### src/rtl/regbank_pkg.sv
package regbank_pkg;
    localparam int DATA_W = 32;
    localparam int STRB_W = DATA_W / 8;

    typedef enum logic [1:0] {
        FK_RW     = 2'd0,
        FK_SPLIT  = 2'd1,
        FK_STICKY = 2'd2,
        FK_PULSE  = 2'd3
    } field_kind_e;

    localparam logic [1:0] RESP_OKAY   = 2'b00;
    localparam logic [1:0] RESP_SLVERR = 2'b10;

    localparam int REG_STATUS = 0;
    localparam int REG_CTRL   = 1;
    localparam int REG_MIX    = 2;
    localparam int REG_SPLIT  = 3;
    localparam int REG_EVENT  = 4;
    localparam int REG_PULSE  = 5;
    localparam int REG_USED   = 6;

    localparam int ID_LSB  = 0;
    localparam int ID_W    = 8;
    localparam int CFG_LSB = 8;
    localparam int CFG_W   = 16;
    localparam int EVT_W   = 8;
    localparam int PLS_W   = 8;
endpackage

### src/rtl/regbank_field.sv
module regbank_field
    import regbank_pkg::*;
#(
    parameter field_kind_e KIND    = FK_RW,
    parameter int          W       = 8,
    parameter bit          HAS_CLR = 1'b0
) (
    input  logic         clk,
    input  logic         rst_n,
    input  logic         wr_en,
    input  logic [W-1:0] wr_data,
    input  logic [W-1:0] wr_be,
    input  logic [W-1:0] set_in,
    input  logic         clr_in,
    output logic [W-1:0] val
);
    typedef struct packed {
        logic [W-1:0] bits;
    } fstate_t;

    fstate_t state_d, state_q;
    logic [W-1:0] hit;

    always_comb begin
        state_d = state_q;
        hit     = wr_en ? (wr_data & wr_be) : '0;
        case (KIND)
            FK_RW, FK_SPLIT: begin
                if (wr_en) state_d.bits = (state_q.bits & ~wr_be) | (wr_data & wr_be);
                if (HAS_CLR && clr_in) state_d.bits = '0;
            end
            FK_STICKY: state_d.bits = (state_q.bits & ~hit) | set_in;
            FK_PULSE:  state_d.bits = hit;
            default:   state_d.bits = state_q.bits;
        endcase
    end

    always_ff @(posedge clk or negedge rst_n) begin
        if (!rst_n) state_q <= '0;
        else        state_q <= state_d;
    end

    assign val = state_q.bits;

    if (KIND == FK_PULSE) begin : g_pulse_chk

        pulse_single_chk: assert property (@(posedge clk) disable iff (!rst_n)
            !wr_en |=> (val == '0));
    end
    if (KIND == FK_STICKY) begin : g_sticky_chk

        sticky_capture_chk: assert property (@(posedge clk) disable iff (!rst_n)
            (set_in != '0) |=> (($past(set_in) & ~val) == '0));

        sticky_hold_chk: assert property (@(posedge clk) disable iff (!rst_n)
            !wr_en |=> (($past(val) & ~val) == '0));
    end
    if (KIND == FK_RW && HAS_CLR) begin : g_clr_chk

        ext_clear_chk: assert property (@(posedge clk) disable iff (!rst_n)
            clr_in |=> (val == '0));
    end
    if (KIND == FK_RW || KIND == FK_SPLIT) begin : g_hold_chk

        rw_hold_chk: assert property (@(posedge clk) disable iff (!rst_n)
            (!wr_en && !(HAS_CLR && clr_in)) |=> $stable(val));
    end
endmodule

### src/rtl/regbank_axi_wr.sv
module regbank_axi_wr
    import regbank_pkg::*;
#(
    parameter int ADDR_W = 8
) (
    input  logic              clk,
    input  logic              rst_n,
    input  logic [ADDR_W-1:0] s_awaddr,
    input  logic              s_awvalid,
    output logic              s_awready,
    input  logic [DATA_W-1:0] s_wdata,
    input  logic [STRB_W-1:0] s_wstrb,
    input  logic              s_wvalid,
    output logic              s_wready,
    output logic [1:0]        s_bresp,
    output logic              s_bvalid,
    input  logic              s_bready,
    output logic              wr_en,
    output logic [ADDR_W-1:0] wr_addr,
    output logic [DATA_W-1:0] wr_data,
    output logic [STRB_W-1:0] wr_strb,
    input  logic              wr_ok
);
    typedef struct packed {
        logic              aw_full;
        logic [ADDR_W-1:0] addr;
        logic              w_full;
        logic [DATA_W-1:0] data;
        logic [STRB_W-1:0] strb;
        logic              b_valid;
        logic [1:0]        b_resp;
    } wstate_t;

    wstate_t wr_d, wr_q;

    always_comb begin
        wr_d      = wr_q;
        s_awready = !wr_q.aw_full && !wr_q.b_valid;
        s_wready  = !wr_q.w_full && !wr_q.b_valid;
        wr_en     = wr_q.aw_full && wr_q.w_full;
        if (s_awvalid && s_awready) begin
            wr_d.aw_full = 1'b1;
            wr_d.addr    = s_awaddr;
        end
        if (s_wvalid && s_wready) begin
            wr_d.w_full = 1'b1;
            wr_d.data   = s_wdata;
            wr_d.strb   = s_wstrb;
        end
        if (wr_en) begin
            wr_d.aw_full = 1'b0;
            wr_d.w_full  = 1'b0;
            wr_d.b_valid = 1'b1;
            wr_d.b_resp  = wr_ok ? RESP_OKAY : RESP_SLVERR;
        end
        if (wr_q.b_valid && s_bready) wr_d.b_valid = 1'b0;
    end

    always_ff @(posedge clk or negedge rst_n) begin
        if (!rst_n) wr_q <= '0;
        else        wr_q <= wr_d;
    end

    assign wr_addr  = wr_q.addr;
    assign wr_data  = wr_q.data;
    assign wr_strb  = wr_q.strb;
    assign s_bvalid = wr_q.b_valid;
    assign s_bresp  = wr_q.b_resp;


    b_hold_chk: assert property (@(posedge clk) disable iff (!rst_n)
        (s_bvalid && !s_bready) |=> (s_bvalid && $stable(s_bresp)));

    b_follows_chk: assert property (@(posedge clk) disable iff (!rst_n)
        wr_en |=> s_bvalid);
endmodule

### src/rtl/regbank_axi_rd.sv
module regbank_axi_rd
    import regbank_pkg::*;
#(
    parameter int ADDR_W = 8
) (
    input  logic              clk,
    input  logic              rst_n,
    input  logic [ADDR_W-1:0] s_araddr,
    input  logic              s_arvalid,
    output logic              s_arready,
    output logic [DATA_W-1:0] s_rdata,
    output logic [1:0]        s_rresp,
    output logic              s_rvalid,
    input  logic              s_rready,
    input  logic [DATA_W-1:0] rd_word,
    input  logic              rd_ok
);
    typedef struct packed {
        logic              r_valid;
        logic [DATA_W-1:0] r_data;
        logic [1:0]        r_resp;
    } rstate_t;

    rstate_t rd_d, rd_q;

    always_comb begin
        rd_d      = rd_q;
        s_arready = !rd_q.r_valid;
        if (rd_q.r_valid && s_rready) rd_d.r_valid = 1'b0;
        if (s_arvalid && s_arready) begin
            rd_d.r_valid = 1'b1;
            rd_d.r_data  = rd_ok ? rd_word : '0;
            rd_d.r_resp  = rd_ok ? RESP_OKAY : RESP_SLVERR;
        end
    end

    always_ff @(posedge clk or negedge rst_n) begin
        if (!rst_n) rd_q <= '0;
        else        rd_q <= rd_d;
    end

    assign s_rvalid = rd_q.r_valid;
    assign s_rdata  = rd_q.r_data;
    assign s_rresp  = rd_q.r_resp;


    r_hold_chk: assert property (@(posedge clk) disable iff (!rst_n)
        (s_rvalid && !s_rready) |=> (s_rvalid && $stable(s_rdata) && $stable(s_rresp)));

    ar_gate_chk: assert property (@(posedge clk) disable iff (!rst_n)
        s_rvalid |-> !s_arready);
endmodule

### src/rtl/regbank_axil.sv
module regbank_axil
    import regbank_pkg::*;
#(
    parameter int ADDR_W   = 8,
    parameter int NUM_REGS = 8
) (
    input  logic              clk,
    input  logic              rst_n,
    input  logic [ADDR_W-1:0] s_awaddr,
    input  logic              s_awvalid,
    output logic              s_awready,
    input  logic [DATA_W-1:0] s_wdata,
    input  logic [STRB_W-1:0] s_wstrb,
    input  logic              s_wvalid,
    output logic              s_wready,
    output logic [1:0]        s_bresp,
    output logic              s_bvalid,
    input  logic              s_bready,
    input  logic [ADDR_W-1:0] s_araddr,
    input  logic              s_arvalid,
    output logic              s_arready,
    output logic [DATA_W-1:0] s_rdata,
    output logic [1:0]        s_rresp,
    output logic              s_rvalid,
    input  logic              s_rready,
    input  logic [DATA_W-1:0] status_in,
    input  logic [ID_W-1:0]   id_in,
    output logic [DATA_W-1:0] ctrl_out,
    input  logic              ctrl_clr,
    output logic [CFG_W-1:0]  cfg_out,
    output logic [DATA_W-1:0] split_out,
    input  logic [DATA_W-1:0] split_in,
    input  logic [EVT_W-1:0]  event_in,
    output logic [PLS_W-1:0]  pulse_out
);
    localparam int IDX_W = ADDR_W - 2;

    logic              wr_en;
    logic [ADDR_W-1:0] wr_addr;
    logic [DATA_W-1:0] wr_data;
    logic [STRB_W-1:0] wr_strb;
    logic [DATA_W-1:0] wr_be;
    logic [IDX_W-1:0]  wr_idx, rd_idx;
    logic              wr_ok, rd_ok;
    logic [NUM_REGS-1:0] wr_sel;
    logic [DATA_W-1:0] rd_word;
    logic [DATA_W-1:0] words [NUM_REGS];

    logic [DATA_W-1:0] ctrl_q, split_q;
    logic [CFG_W-1:0]  cfg_q;
    logic [EVT_W-1:0]  evt_q;
    logic [PLS_W-1:0]  pls_q;

    regbank_axi_wr #(.ADDR_W(ADDR_W)) u_wr (
        .clk(clk), .rst_n(rst_n),
        .s_awaddr(s_awaddr), .s_awvalid(s_awvalid), .s_awready(s_awready),
        .s_wdata(s_wdata), .s_wstrb(s_wstrb), .s_wvalid(s_wvalid), .s_wready(s_wready),
        .s_bresp(s_bresp), .s_bvalid(s_bvalid), .s_bready(s_bready),
        .wr_en(wr_en), .wr_addr(wr_addr), .wr_data(wr_data), .wr_strb(wr_strb),
        .wr_ok(wr_ok)
    );

    regbank_axi_rd #(.ADDR_W(ADDR_W)) u_rd (
        .clk(clk), .rst_n(rst_n),
        .s_araddr(s_araddr), .s_arvalid(s_arvalid), .s_arready(s_arready),
        .s_rdata(s_rdata), .s_rresp(s_rresp), .s_rvalid(s_rvalid), .s_rready(s_rready),
        .rd_word(rd_word), .rd_ok(rd_ok)
    );

    assign wr_idx = wr_addr[ADDR_W-1:2];
    assign rd_idx = s_araddr[ADDR_W-1:2];
    assign wr_ok  = (int'(wr_idx) < NUM_REGS);
    assign rd_ok  = (int'(rd_idx) < NUM_REGS);

    for (genvar b = 0; b < STRB_W; b++) begin : g_be
        assign wr_be[b*8 +: 8] = {8{wr_strb[b]}};
    end

    for (genvar r = 0; r < NUM_REGS; r++) begin : g_sel
        assign wr_sel[r] = wr_en && wr_ok && (wr_idx == IDX_W'(r));
    end

    regbank_field #(.KIND(FK_RW), .W(DATA_W), .HAS_CLR(1'b1)) u_ctrl (
        .clk(clk), .rst_n(rst_n), .wr_en(wr_sel[REG_CTRL]),
        .wr_data(wr_data), .wr_be(wr_be), .set_in('0), .clr_in(ctrl_clr), .val(ctrl_q)
    );

    regbank_field #(.KIND(FK_RW), .W(CFG_W), .HAS_CLR(1'b0)) u_cfg (
        .clk(clk), .rst_n(rst_n), .wr_en(wr_sel[REG_MIX]),
        .wr_data(wr_data[CFG_LSB +: CFG_W]), .wr_be(wr_be[CFG_LSB +: CFG_W]),
        .set_in('0), .clr_in(1'b0), .val(cfg_q)
    );

    regbank_field #(.KIND(FK_SPLIT), .W(DATA_W), .HAS_CLR(1'b0)) u_split (
        .clk(clk), .rst_n(rst_n), .wr_en(wr_sel[REG_SPLIT]),
        .wr_data(wr_data), .wr_be(wr_be), .set_in('0), .clr_in(1'b0), .val(split_q)
    );

    regbank_field #(.KIND(FK_STICKY), .W(EVT_W), .HAS_CLR(1'b0)) u_evt (
        .clk(clk), .rst_n(rst_n), .wr_en(wr_sel[REG_EVENT]),
        .wr_data(wr_data[EVT_W-1:0]), .wr_be(wr_be[EVT_W-1:0]),
        .set_in(event_in), .clr_in(1'b0), .val(evt_q)
    );

    regbank_field #(.KIND(FK_PULSE), .W(PLS_W), .HAS_CLR(1'b0)) u_pulse (
        .clk(clk), .rst_n(rst_n), .wr_en(wr_sel[REG_PULSE]),
        .wr_data(wr_data[PLS_W-1:0]), .wr_be(wr_be[PLS_W-1:0]),
        .set_in('0), .clr_in(1'b0), .val(pls_q)
    );

    assign ctrl_out  = ctrl_q;
    assign cfg_out   = cfg_q;
    assign split_out = split_q;
    assign pulse_out = pls_q;

    always_comb begin
        for (int r = 0; r < NUM_REGS; r++) words[r] = '0;
        words[REG_STATUS]                   = status_in;
        words[REG_CTRL]                     = ctrl_q;
        words[REG_MIX][ID_LSB +: ID_W]      = id_in;
        words[REG_MIX][CFG_LSB +: CFG_W]    = cfg_q;
        words[REG_SPLIT]                    = split_in;
        words[REG_EVENT][EVT_W-1:0]         = evt_q;
        rd_word = '0;
        for (int r = 0; r < NUM_REGS; r++) begin
            if (rd_idx == IDX_W'(r)) rd_word = words[r];
        end
    end


    bad_read_chk: assert property (@(posedge clk) disable iff (!rst_n)
        (s_arvalid && s_arready && (int'(s_araddr[ADDR_W-1:2]) >= NUM_REGS))
        |=> (s_rresp == RESP_SLVERR && s_rdata == '0));

    pulse_read_chk: assert property (@(posedge clk) disable iff (!rst_n)
        (s_arvalid && s_arready && (int'(s_araddr[ADDR_W-1:2]) == REG_PULSE))
        |=> (s_rdata == '0));

    initial begin
        assert (NUM_REGS >= REG_USED && NUM_REGS <= (1 << IDX_W))
            else $error("register count does not fit the field layout");
    end
endmodule

### config.mk
export PLATFORM = sky130hd
export DESIGN_NAME = regbank_axil
export DESIGN_NICKNAME = d
export VERILOG_FILES = /design/src/rtl/regbank_pkg.sv /design/src/rtl/regbank_field.sv /design/src/rtl/regbank_axi_wr.sv /design/src/rtl/regbank_axi_rd.sv /design/src/rtl/regbank_axil.sv
export SDC_FILE = /design/constraint.sdc
export NUM_CORES = 1
export LEC_CHECK = 0
export ABC_AREA = 1
export CORE_MARGIN = 1.5
export CORE_UTILIZATION = 44
export DETAILED_ROUTE_END_ITERATION = 8
export GPL_TIMING_DRIVEN = 1
export PLACE_DENSITY = 0.72
export SLEW_MARGIN = 0
export SYNTH_ARGS = -nofsm -noshare
export SYNTH_HDL_FRONTEND = slang
export SYNTH_HIERARCHICAL = 1
export SYNTH_SLANG_ARGS = --single-unit
### constraint.sdc
create_clock -name clk -period 2.3 [get_ports clk]
set_input_delay 0.23 -clock clk [delete_from_list [all_inputs] [get_ports clk]]
set_output_delay 0.23 -clock clk [all_outputs]
set_load 0.02 [all_outputs]
==> Word level (Yosys, flattened, before mapping) <==
Cells that the tools add are included.
{ "totals": {"ff_bits": 180, "romBits": 0, "mem_count": 0, "output_inout_bits": 129, "elab_cells": 90, "in_bits": 140, "latchBits": 0, "ram_bits": 0} }
{ "op_classes": {"bitwise_logic": 14, "shifts": 0, "mux": 23, "eq_ne": 12, "mul": 0, "add_sub_neg": 0, "reduce_logical": 24, "div": 0, "order_cmp": 2} }
{ "ops": {"columns": ["operator", "n"], "rows": [
  ["2-to-1 mux 32 bit", 11],
  ["AND 32 bit", 3],
  ["bitwise OR 32 bit", 2],
  ["2-to-1 mux 37 bit", 1],
  ["== test 6 x 3 -> 1 bit (second input constant)", 6],
  ["2-to-1 mux 35 bit", 1],
  ["AND 16 bit", 2],
  ["inverter 32 bit", 1],
  ["== test 6 x 2 -> 1 bit (second input constant)", 4],
  ["AND 8 bit", 2],
  ["2-to-1 mux 8 bit", 2],
  ["inverter 16 bit", 1],
  ["bitwise OR 16 bit", 1],
  ["logical AND 1 bit", 14],
  ["== test 6 x 1 -> 1 bit (second input constant)", 2],
  ["less-than comparator 6 x 4 -> 1 bit (second input constant)", 2],
  ["nonzero test 2 bit", 5],
  ["2-to-1 mux 9 bit", 1],
  ["inverter 8 bit", 1],
  ["bitwise OR 8 bit", 1],
  ["logical NOT 6 bit", 1],
  ["logical NOT 1 bit", 4],
  ["2-to-1 mux 1 bit", 4],
  ["2-to-1 mux 2 bit", 2],
  ["2-to-1 mux 3 bit", 1]
]} }

==> Depth between registers and ports, before layout <==
{ "depth": {"ltp_word": 11, "ltp_mapped": 13, "ltp_nobuf": 12} }

==> Modules after synthesis <==
Netlist, hierarchy kept.
{ "modules_own_cells": {"columns": ["mod", "n_inst", "area_per_inst_um2", "cells_each", "seq_area_each_um2"], "rows": [
  ["regbank_axi_wr", 1, 2317.2, 255, 1201.2],
  ["regbank_field (u_ctrl)", 1, 1771.7, 268, 800.8],
  ["regbank_axi_rd", 1, 1591.5, 215, 850.8],
  ["regbank_field (u_split)", 1, 1400.1, 167, 800.8],
  ["regbank_axil", 1, 1253.7, 270, 0.0],
  ["regbank_field (u_cfg)", 1, 694.4, 83, 400.4],
  ["regbank_field (u_evt)", 1, 335.3, 41, 200.2],
  ["regbank_field (u_pulse)", 1, 264.0, 25, 200.2]
]} }

==> Least setup slack after synthesis <==
No wires, ideal clock.
{ "synth_path": {"path_kind": "reg2reg", "startpoint": "register u_wr.wr_q, in the netlist u_wr/wr_addr[7]", "endpoint": "register with a tool-made name", "required_ns": 2.183, "path_buffers": 2, "stages_incl_launch_ff": 9, "t_arrival_ns": 1.798, "slack_ns": 0.385, "period_less_slack_ns": 1.915, "setup_ns": 0.117, "path_cell_list": "dfrtp_1 > buf_4 > nor3_1 > nand2_1 > nor4_1 > buf_6 > nand2_1 > nand2_1 > nand2_1"} }
{ "synth_lines": {"columns": ["item", "line", "rtl"], "rows": [
  ["start, declared", "regbank_axi_wr.sv:34", "wstate_t wr_d, wr_q;"],
  ["start signal, assigned", "regbank_axi_wr.sv:61", "else wr_q <= wr_d;"]
]} }

==> Final worst setup path <==
{ "layout_path": {"startpoint": "register u_wr.wr_q, in the netlist u_wr/s_bvalid", "endpoint": "output port s_awready"} }
{ "layout_between": {"elab_chain_len": 2} }
{ "layout_rtl": {"columns": ["item", "line", "rtl"], "rows": [
  ["logical NOT 1 bit", "regbank_axi_wr.sv:38", "s_awready = !wr_q.aw_full && !wr_q.b_valid;"],
  ["logical AND 1 bit", "regbank_axi_wr.sv:38", null],
  ["end, declared", "regbank_axil.sv:11", "output logic s_awready,"]
]} }
Every way passes these cells.

==> summary.txt <==
Global routing
  – Largest net degree at the start of global routing: 62
  – Initial antenna violation count: 0
  – First-pass GRT wire length: 43840 µm
  – GR Overflow Total: 0
  – GRT Total Usage: 25.15%
  – Vias in the first global route: 8230

STA
  – Final Skew: 0.01015 ns
  – Worst Max-Slew Pin Slew: 0.7694 ns
  – RSZ-0062 raised after global routing: no
  – Final Slew Violations: 0
  – Hold Vio Cnt, Final: 0
  – Slew HR: 48.58%
  – Final setup vio count: 0
  – Setup TNS Final: 0 ns
  – Tmin final: 1.977 ns
  – Tcrit/Tclk final: 85.95%
  – Fmax: 505.8 MHz
  – Hold Slack: 0.3313 ns

Critical path
  – CP delay by family, top: buffers and inverters
  – WP data required: 2.07 ns
  – Setup CP Type: reg2out
  – Crit path largest cell delay: 0.61 ns
  – Critical path buffer and inverter count: 2
  – CP arrival: 1.75 ns
  – Kind of end point of the critical path: output port
  – Critical path fanouts, max: 9
  – Crit start category: flip-flop
  – Cells along the critical path: nor2_1 -> buf_4 -> clkdlybuf4s50_1
  – Slowest CP cell: clkdlybuf4s50_1

Job
  – Max-cap viol count: 0

CTS
  – Clock latency on the worst-skew pair: 0.43 ns
  – CTS H-tree lvls: 4
  – Root Buffer: clkbuf_16
  – CTS tree: built
  – Postcts setup bufs: 0
  – Clock slew at reported path FFs: 0.07 ns
  – Clock sink count: 176
  – Num CTS Buffers: 17
  – CTS Buffer Depth: 2

Place
  – Placed Cells: 1780
  – PortBufs: 262
  – Gpl congestion: 0.8877
  – Detailed placement HPWL: 20240 µm

Routing
  – WL final: 28130 µm
  – DRC viols: 0
  – Initial DRC count: 647
  – Antenna viol nets, final: 0
  – Drt pass-1 iters: 7
  – WL per Instance: 15.52 µm
  – Vias per cell: 4.906
  – Vias after detailed routing: 8895

Die
  – Die height: 150.2 µm
  – I/O pins: 269
  – Core Footprint: 21150 µm²
  – Row cnt: 53
  – Die area: 22560 µm²
  – Initial Util: 45.07%
  – Die width: 150.2 µm

Power and ir drop
  – Power Dens Cells: 795.5 nW/µm²
  – Max VDD drop: 578.7 µV
  – Leakage power figure: 6.521 nW
  – Total Power: 9.985 mW

Logic synthesis
  – Syn nets: 1453
  – Ys Warns: 6
  – Syn_area_per_cell: 7.261 µm²
  – Synthesized area: 9534 µm²
  – Cell count after synthesis: 1313

Outcome
  – Outcome: complete, no violations

Layout
  – Layout cell share with drive strength beyond 1: 6.372%
  – Commonest non-fill, non-tap cell in the layout: nand2_1
  – Final nets: 1665
  – Final std cells w/o fill: 1813
  – Antenna fix cells: 0
  – Layout area overhead: 31.64%
  – Most frequent cells in the layout: nand2_1 (622), clkdlybuf4s50_1 (261), dfrtp_1 (176), nand3_1 (169), inv_1 (91)

Hold path
  – Worst hold path class: in2async
## worst register-to-register path: cells and delay by family, from the launching register on
family,cells,cell delay (ns)
simple gates,6,0.96
flops,1,0.45
buf+inv,1,0.38
## timing repair
item	4_1_cts	5_1_grt
hold buffers	1	0
endpoints found under the hold margin	58	0
endpoints found under the setup margin	0	0
gates resized for setup	0	0
## cell type report
type	count	area (µm²)
fill	1977	8603
sequential	176	4404
multi-input combinational	937	3954
timing repair buffer	295	2902
clock buffer	17	425.4
inverter	98	369.1
tap	275	344.1
clock inverter	15	152.6
## layer usage
metal  share of wire, %  global-route usage (%)  wire (µm)  vias up
li1                   -                       -          -     4447
met2                 46                   39.06      12900      327
met1                 46                   36.27      12920     4090
met5                  0                       0          0        -
met4                1.6                   6.716        452        0
met3                6.6                   4.273       1868       31
## per-stage QoR
stage	setup slack [ns]	area, µm²	utilization [%]
2_1_floorplan	0.3847	9534	-
3_3_place_gp	0.1770	11960	56.55
3_5_place_dp	0.1596	11960	56.55
4_1_cts	0.3056	12550	59.33
5_1_grt	0.2068	12550	59.33
6_report	0.3231	12550	59.33
## worst paths after layout
kind | startpoint | endpoint | slack (ns) | cells after the start
max | u_wr/s_bvalid | s_awready | 0.32 | 3
max reg2reg | u_wr/wr_addr[5] | flip-flop | 0.40 | 7
min reg2reg | flip-flop | flip-flop | 0.47 | 2
min in group clk | event_in[5] | u_evt/val[5] | 0.34 | 3
max in group asynchronous | rst_n | u_evt/val[2] | 1.20 | 3
min | rst_n | asynchronous set/reset pin | 0.33 | 2
## report_power, final
group	leakage, nW	total (mW)	switching, mW	internal, mW
clock network	0.285	2.87	1.33	1.53
registers	2.34	4.33	0.695	3.63
logic	3.90	2.79	1.72	1.08
total	6.52	9.98	3.75	6.24
(Power assumes the default switching activity.)
